==> src/rtl/fsp_pkg.sv <==
package fsp_pkg;
    typedef enum logic [1:0] {
        ST_IDLE = 2'd0,
        ST_READ = 2'd1,
        ST_GAP  = 2'd2
    } poll_state_e;
endpackage

==> src/rtl/fsp_compare.sv <==
// Masked status comparison: lanes above the selected byte count are dropped.
module fsp_compare #(
    parameter int BYTES = 4,
    localparam int W      = 8 * BYTES,
    localparam int SIZE_W = (BYTES > 1) ? $clog2(BYTES) : 1
) (
    input  logic [W-1:0]      status,
    input  logic [W-1:0]      match_val,
    input  logic [W-1:0]      mask,
    input  logic [SIZE_W-1:0] size_code,
    input  logic              or_mode,
    output logic              hit
);
    logic [W-1:0] size_mask;
    logic [W-1:0] eff_mask;
    logic [W-1:0] agree;

    for (genvar b = 0; b < BYTES; b++) begin : g_lane
        assign size_mask[8*b +: 8] = {8{SIZE_W'(b) <= size_code}};
    end

    always_comb begin
        eff_mask = mask & size_mask;
        agree    = ~(status ^ match_val) & eff_mask;
        hit      = or_mode ? (|agree) : (agree == eff_mask);
    end
endmodule

==> src/rtl/fsp_gap_timer.sv <==
// Down-counter spacing two status reads; expire marks the last idle cycle.
module fsp_gap_timer #(
    parameter int CNT_W = 16
) (
    input  logic             clk,
    input  logic             rst_n,
    input  logic             load,
    input  logic [CNT_W-1:0] load_val,
    output logic             expire
);
    logic [CNT_W-1:0] cnt_d, cnt_q;

    always_comb begin
        cnt_d = cnt_q;
        if (load) begin
            cnt_d = load_val;
        end else if (cnt_q != '0) begin
            cnt_d = cnt_q - 1'b1;
        end
    end

    always_ff @(posedge clk or negedge rst_n) begin
        if (!rst_n) cnt_q <= '0;
        else        cnt_q <= cnt_d;
    end

    assign expire = (cnt_q == CNT_W'(1));
endmodule

==> src/rtl/flash_status_poller.sv <==
module flash_status_poller
    import fsp_pkg::*;
#(
    parameter int STATUS_BYTES = 4,
    parameter int INTERVAL_W   = 16,
    localparam int DATA_W = 8 * STATUS_BYTES,
    localparam int SIZE_W = (STATUS_BYTES > 1) ? $clog2(STATUS_BYTES) : 1
) (
    input  logic                  clk,
    input  logic                  rst_n,
    input  logic                  start,
    input  logic                  abort_req,
    input  logic [DATA_W-1:0]     cfg_match,
    input  logic [DATA_W-1:0]     cfg_mask,
    input  logic [INTERVAL_W-1:0] cfg_interval,
    input  logic [SIZE_W-1:0]     cfg_size,
    input  logic                  cfg_or_mode,
    input  logic                  cfg_auto_stop,
    output logic                  rd_req,
    input  logic                  rd_done,
    input  logic [DATA_W-1:0]     rd_status,
    output logic                  busy,
    output logic                  match_flag,
    input  logic                  flag_clr,
    input  logic                  irq_en,
    output logic                  irq
);
    typedef struct packed {
        poll_state_e st;
        logic        flag;
        logic        abort_pend;
    } regs_t;

    regs_t r_d, r_q;
    logic  hit;
    logic  timer_load;
    logic  gap_expire;

    fsp_compare #(.BYTES(STATUS_BYTES)) i_compare (
        .status    (rd_status),
        .match_val (cfg_match),
        .mask      (cfg_mask),
        .size_code (cfg_size),
        .or_mode   (cfg_or_mode),
        .hit       (hit)
    );

    fsp_gap_timer #(.CNT_W(INTERVAL_W)) i_gap_timer (
        .clk      (clk),
        .rst_n    (rst_n),
        .load     (timer_load),
        .load_val (cfg_interval),
        .expire   (gap_expire)
    );

    always_comb begin
        r_d        = r_q;
        timer_load = 1'b0;
        if (flag_clr) r_d.flag = 1'b0;
        unique case (r_q.st)
            ST_IDLE: begin
                if (start) begin
                    r_d.st         = ST_READ;
                    r_d.abort_pend = 1'b0;
                end
            end
            ST_READ: begin
                if (abort_req) r_d.abort_pend = 1'b1;
                if (rd_done) begin
                    if (abort_req || r_q.abort_pend) begin
                        // poll boundary reached with an abort pending: drop result
                        r_d.st         = ST_IDLE;
                        r_d.abort_pend = 1'b0;
                    end else begin
                        if (hit) r_d.flag = 1'b1;
                        if (hit && cfg_auto_stop) begin
                            r_d.st = ST_IDLE;
                        end else if (cfg_interval != '0) begin
                            r_d.st     = ST_GAP;
                            timer_load = 1'b1;
                        end
                    end
                end
            end
            ST_GAP: begin
                if (abort_req || r_q.abort_pend) begin
                    r_d.st         = ST_IDLE;
                    r_d.abort_pend = 1'b0;
                end else if (gap_expire) begin
                    r_d.st = ST_READ;
                end
            end
            default: r_d.st = ST_IDLE;
        endcase
    end

    always_ff @(posedge clk or negedge rst_n) begin
        if (!rst_n) r_q <= '{st: ST_IDLE, default: '0};
        else        r_q <= r_d;
    end

    assign rd_req     = (r_q.st == ST_READ);
    assign busy       = (r_q.st != ST_IDLE);
    assign match_flag = r_q.flag;
    assign irq        = r_q.flag & irq_en;
endmodule

==> config.mk <==
export PLATFORM = sky130hd
export DESIGN_NAME = flash_status_poller
export DESIGN_NICKNAME = d
export VERILOG_FILES = /design/src/rtl/fsp_pkg.sv /design/src/rtl/fsp_compare.sv /design/src/rtl/fsp_gap_timer.sv /design/src/rtl/flash_status_poller.sv
export SDC_FILE = /design/constraint.sdc
export NUM_CORES = 1
export LEC_CHECK = 0
export ABC_CLOCK_PERIOD_IN_PS = 4100
export BUFFER_PORTS_ARGS = -buffer_cell sky130_fd_sc_hd__buf_2
export CORE_MARGIN = 10
export CORE_UTILIZATION = 47
export DETAILED_ROUTE_END_ITERATION = 10
export GPL_TIMING_DRIVEN = 0
export PLACE_DENSITY = 0.88
export SLEW_MARGIN = 20
export SYNTH_ARGS = -nofsm -noshare
export SYNTH_HDL_FRONTEND = slang
export SYNTH_SLANG_ARGS = --single-unit
==> constraint.sdc <==
create_clock -name clk -period 4.1 [get_ports clk]
set_input_delay 0 -clock clk [delete_from_list [all_inputs] [get_ports clk]]
set_output_delay 0 -clock clk [all_outputs]
set_load 0.05 [all_outputs]
**Word level (Yosys, flattened, before mapping)**

Cells that the tools add are included.

- Register bits after elaboration: 20
- Bits of input ports: 123
- Output and inout bits: 4
- Word-level logic and storage cells: 59

- Add/subtract/negate cells: 1
- Order comparisons: 4
- Equality and inequality tests: 9
- Mux-type cells: 25
- Bitwise operators: 5
- Reduce and logical (&&, ||, !) cells: 11

Operators by type and width:

| kind | count |
|---|---|
| $and A32 B32 Y32 | 2 |
| $eq A32 B32 Y1 | 1 |
| $mux W16 | 2 |
| $not A32 Y32 | 1 |
| $reduce_bool A16 Y1 | 2 |
| $reduce_or A32 Y1 | 1 |
| $xor A32 B32 Y32 | 1 |
| $eq A16 B1 Y1 const B | 1 |
| $sub A16 B1 Y16 const B | 1 |
| $mux W1 | 14 |
| $mux W2 | 6 |
| $pmux W2 S3 | 1 |
| $le A1 B2 Y1 const A | 2 |
| $le A2 B2 Y1 const A | 2 |
| $mux W4 | 1 |
| $ne A2 B2 Y1 const B | 2 |
| $ne A4 B1 Y1 const B | 1 |
| $reduce_and A4 Y1 | 1 |
| $reduce_bool A2 Y1 | 2 |
| $ne A3 B3 Y1 const B | 1 |
| $pmux W1 S3 | 1 |
| $reduce_and A3 Y1 | 1 |
| $reduce_bool A3 Y1 | 1 |
| $eq A2 B1 Y1 const B | 1 |
| 6 further kinds | 6 |

**Logic depth before layout (Yosys ltp)**

- Word-level depth: 11
- Depth in mapped cells: 10
- Mapped depth without buffers: 8

**Cells and area by module**

From an unflattened synthesis, not the netlist that was laid out.

- Cells, all modules: 279
- Area, all modules: 2164.6 sq um

Modules (own cells, without submodules):

| module | times used | cells each | area each (sq um) | seq. area each (sq um) |
|---|---|---|---|---|
| fsp_gap_timer | 1 | 119 | 1053.5 | 400.4 |
| fsp_compare | 1 | 128 | 839.6 | 0.0 |
| flash_status_poller | 1 | 32 | 271.5 | 100.1 |

**Least setup slack after synthesis**

OpenSTA, ideal clock, no wires.

- Path type: flip-flop to flip-flop
- Start: reg r_q[3] in the netlist's numbering
- End: reg i_gap_timer.cnt_q[0]
- Setup time: 0.125 ns
- Arrival time: 2.376 ns
- Required time: 3.975 ns
- Path slack: 1.598 ns
- Stages on the path, launching flop included: 8
- Path buffers: 2
- Clock period less this slack: 2.502 ns
- Cell sequence: dfrtp_1 > nor2b_1 > nand3_1 > nand2b_1 > a211o_1 > buf_6 > buf_12 > mux2_4

- Longest elaborated chain between the ends: 3
- Elaborated cells on any way between the ends: 4
- Classes of those cells: eq/ne: 1; mux: 2; reduce/logical: 1

RTL lines:

| item | RTL line | text |
|---|---|---|
| start, declared | flash_status_poller.sv:34 | `regs_t r_d, r_q;` |
| start signal, assigned | flash_status_poller.sv:99 | `else r_q <= r_d;` |
| $eq A2 B1 Y1 (*) | -- |  |
| named net rd_req | flash_status_poller.sv:19 | `output logic rd_req,` |
| $mux W1 (*) | flash_status_poller.sv:60 | `unique case (r_q.st)` |
| $mux W16 / $reduce_bool A2 Y1 (equally long branches) | -- |  |
| end signal, assigned | fsp_gap_timer.sv:24 | `else cnt_q <= cnt_d;` |
| end, declared | fsp_gap_timer.sv:11 | `logic [CNT_W-1:0] cnt_d, cnt_q;` |

The timed path passes the listed nets; every way through them passes the cells marked *.
A chain may end at the register's enable or synchronous reset.

**Worst setup path in the final report**

- Start: reg i_gap_timer.cnt_q[9]
- End: reg i_gap_timer.cnt_q[1]

- Longest elaborated chain between the ends: 2

RTL lines:

| item | RTL line | text |
|---|---|---|
| $reduce_bool A16 Y1 | fsp_gap_timer.sv:17 | `end else if (cnt_q != '0) begin` |
| $reduce_bool A2 Y1 (no source line) | -- |  |

Every way passes these cells.

==> out/qor.txt <==
Outcome = finished with violations
Failing checks = negative hold slack
Vias in the first global route = 2,583
Slowest Stage Delay on Critical Path = 0.50 ns
Post-placement cell count = 423
Initial antenna violation count = 0
Most frequent cells after synthesis = inv_1 (27), xor2_1 (24), dfrtp_1 (20), nand2_1 (16)
Initial Util = 48.29%
Hold worst-path end = i_gap_timer.cnt_q[12]
CP Launch Type = flop
I/O pins = 127
Internal power = 0.0006841 W
Worst-Skew Late Latency = 0.26 ns
I/O Buffers = 126
Yosys warns = 0
Unrepaired setup endpoints after global routing = no
Reg2reg path depth = 6
CP top delay family = simple AND/OR/NAND/NOR gates
Worst-path fanout max = 9
Total track usage = 19.10%
Gpl congestion = 0.8505
HP Class = primary input to flop
# resized after CTS = 0
WL/cell = 17.55 um
CTS buffer count = 3
Core ar. = 4324 um^2
Cell taking the most area after synthesis = dfrtp_1
Worst reg2reg startpoint = i_gap_timer.cnt_q[9]
CTS H-tree lvls = 1
Routed Antenna Nets = 0
Total net switching power = 0.0004529 W
Crit-path slowest cell = or4_1
Clock power share = 11.4%
Fin crit period = 2.471 ns
Maximum clock frequency = 404.8 MHz
Number of synthesized flops with an enable pin = 0
First DRT Iteration DRCs = 105
Largest net degree at the start of global routing = 21
Worst Tran Pin Value = 0.4539 ns
Combinational share of power = 54.5%
Fin. max-slew vios = 0
Net Sw Frac = 39.83%
Peak VDD IR = 0.0003731 V
CP cell instances = nor4_1, nand2b_1, or4_1, nor2_2, mux2i_1, mux2_4
Antenna Cells = 0
Final Skew = 0.004674 ns
PwrDens = 382.1 nW/um^2
Asr flop ratio synth = 100.0%
Library cells used by synthesis = 53
CP arrival = 2.62 ns
Nets = 516
Worst hold stages = 2
Post-route cell area = 2975 um^2
DP HPWL = 6287 um
CP Capture Type = flop
Critical Path RT = 4.25 ns
Final hold slack = -0.005073 ns
Fin cells = 441
Die Ht = 86.66 um
Final worst path period share = 60.26%
Crit path buffers/inverters = 0
Post-synthesis register bit count = 20
WS Path Type = flop to flop
Leakage power = 1.542 nW
First-pass GRT wire length = 11,930 um
Worst r2r dst = i_gap_timer.cnt_q[1]
FF-to-FF setup slack = 1.63 ns
DIE WIDTH = 86.66 um
Hold Violations, Final = 1
Residual DRC count = 0
Sequential fraction of the synthesis area = 23.97%
Most frequent cell after synthesis = inv_1
CTS tree = done
DR pass1 iterations = 5
Worst slew margin = 69.46%
Syn nets = 370
Rows = 24
Flop pwr share = 34.2%
Power Total = 0.001137 W
CTS root buf = clkbuf_8
Syn Std Cell Area = 2088 um^2
Top post-synthesis cells by area = dfrtp_1 (24%), xor2_1 (10%), mux2_4 (6.5%)
Synth top area share = 23.97%
Routed wire length = 7741 um
Share of cells above drive strength 1 = 40.10%
Post-DP Area = 2784 um^2
Vias/cell = 5.558
Finished Core Util = 68.81%
Final setup fails = 0
Max clock buf depth = 2
Clock transition at path regs = 0.07 ns
Maxcap violations = 0
Top FF cell, synth = dfrtp_1
Grt ovf = 0
Sum Neg Setup Slack = 0 ns
CTS sink cnt = 20
Synthesized area per cell = 8.523 um^2
Area growth syn-to-layout = 42.48%
Total die area = 7509 um^2
Via count = 2,451
Min-delay src = cfg_interval[12]
Gate Count Post-Synth = 245
[repair_timing]
item / in CTS / in global routing
hold buffers: 15 / 0
buffers inserted: 0 / 0
endpoints found under the hold margin: 34 / 0
[power groups by stage]
stage	clock (W)	sequential [W]	combinational (W)
floorplan	0	0.000369	0.000438
global placement	0	0.000377	0.000573
detailed placement	0	0.000385	0.000593
CTS	0.000128	0.000383	0.000610
global route	0.000137	0.000403	0.000674
finish	0.000129	0.000389	0.000619
[final cells by class]
class                           count  area, um^2
Tap cell                           52       65.06
Multi-Input combinational cell    194        1436
Timing Repair Buffer              141       780.7
Inverter                           27       101.3
Clock buffer                        3       41.29
Sequential cell                    20       500.5
Fill cell                         326        1349
Buffer                              4       50.05
[metrics by stage]
| step | hold WS [ns] | worst slack (ns) |
|---|---|---|
| final | -0.005073 | 1.629 |
| after global placement | -0.03809 | 1.748 |
| after CTS | 0.00005665 | 1.691 |
| after global routing | 0.0008222 | 1.487 |
| after detailed placement | -0.02810 | 1.714 |
| after floorplan | -0.2956 | 1.598 |
[worst max path at each step]
stage                               from                   end  slack [ns]  cells past startpoint
finish              i_gap_timer.cnt_q[9]  i_gap_timer.cnt_q[1]        1.63                      6
CTS                 i_gap_timer.cnt_q[9]  i_gap_timer.cnt_q[1]        1.69                      6
floorplan                         r_q[3]  i_gap_timer.cnt_q[0]        1.60                      7
detailed placement  i_gap_timer.cnt_q[9]  i_gap_timer.cnt_q[1]        1.71                      6
global placement    i_gap_timer.cnt_q[9]  i_gap_timer.cnt_q[1]        1.75                      6
global route        i_gap_timer.cnt_q[9]  i_gap_timer.cnt_q[1]        1.49                      6
[registers in the layout (all words and copies together), names as in the netlist]
signal / count
i_gap_timer.cnt_q: 16
r_q: 3
match_flag: 1
[placed cells by master, fill, tap and decap left out, drive strengths merged, types with 3 or more instances in the layout]
cell,n
nor2,14
or2,3
dfrtp,20
xnor2,14
dlygate4sd3,15
clkbuf,3
nand3,9
a21oi,8
xor2,24
mux2,17
or4,4
inv,27
nor4,8
buf,130
nor3,3
a22oi,9
nand2,17
o31ai,3
o22ai,13
o21ai,9
a2bb2oi,3
[worst register-to-register path, stage by stage (launching register included)]
cell	delay, ns
dfrtp_1	0.44
nor4_1	0.38
nand2b_1	0.19
or4_1	0.51
nor2_2	0.41
mux2i_1	0.16
mux2_4	0.27
[routing by layer]
metal | wire length (um) | GRT usage [%] | vias to the layer above
met1 | 2585 | 18.19 | 1136
met2 | 4224 | 38.26 | 119
li1 | - | - | 1184
met3 | 840 | 6.004 | 12
met4 | 91 | 4.124 | 0
met5 | 0 | 0 | -
[cell families after synthesis]
logic type | count (synthesis) | share of synthesized area, %
AO/OA/AOI/OAI | 64 | 21.51
multiplexers | 19 | 11.74
adder cells (fa/ha/maj) | 2 | 1.198
AND/OR/NAND/NOR | 71 | 18.04
flip-flops | 20 | 23.97
XOR/XNOR | 38 | 16.30
buffers and inverters | 31 | 7.250
No activity file was read; power rests on OpenSTA's default activity.
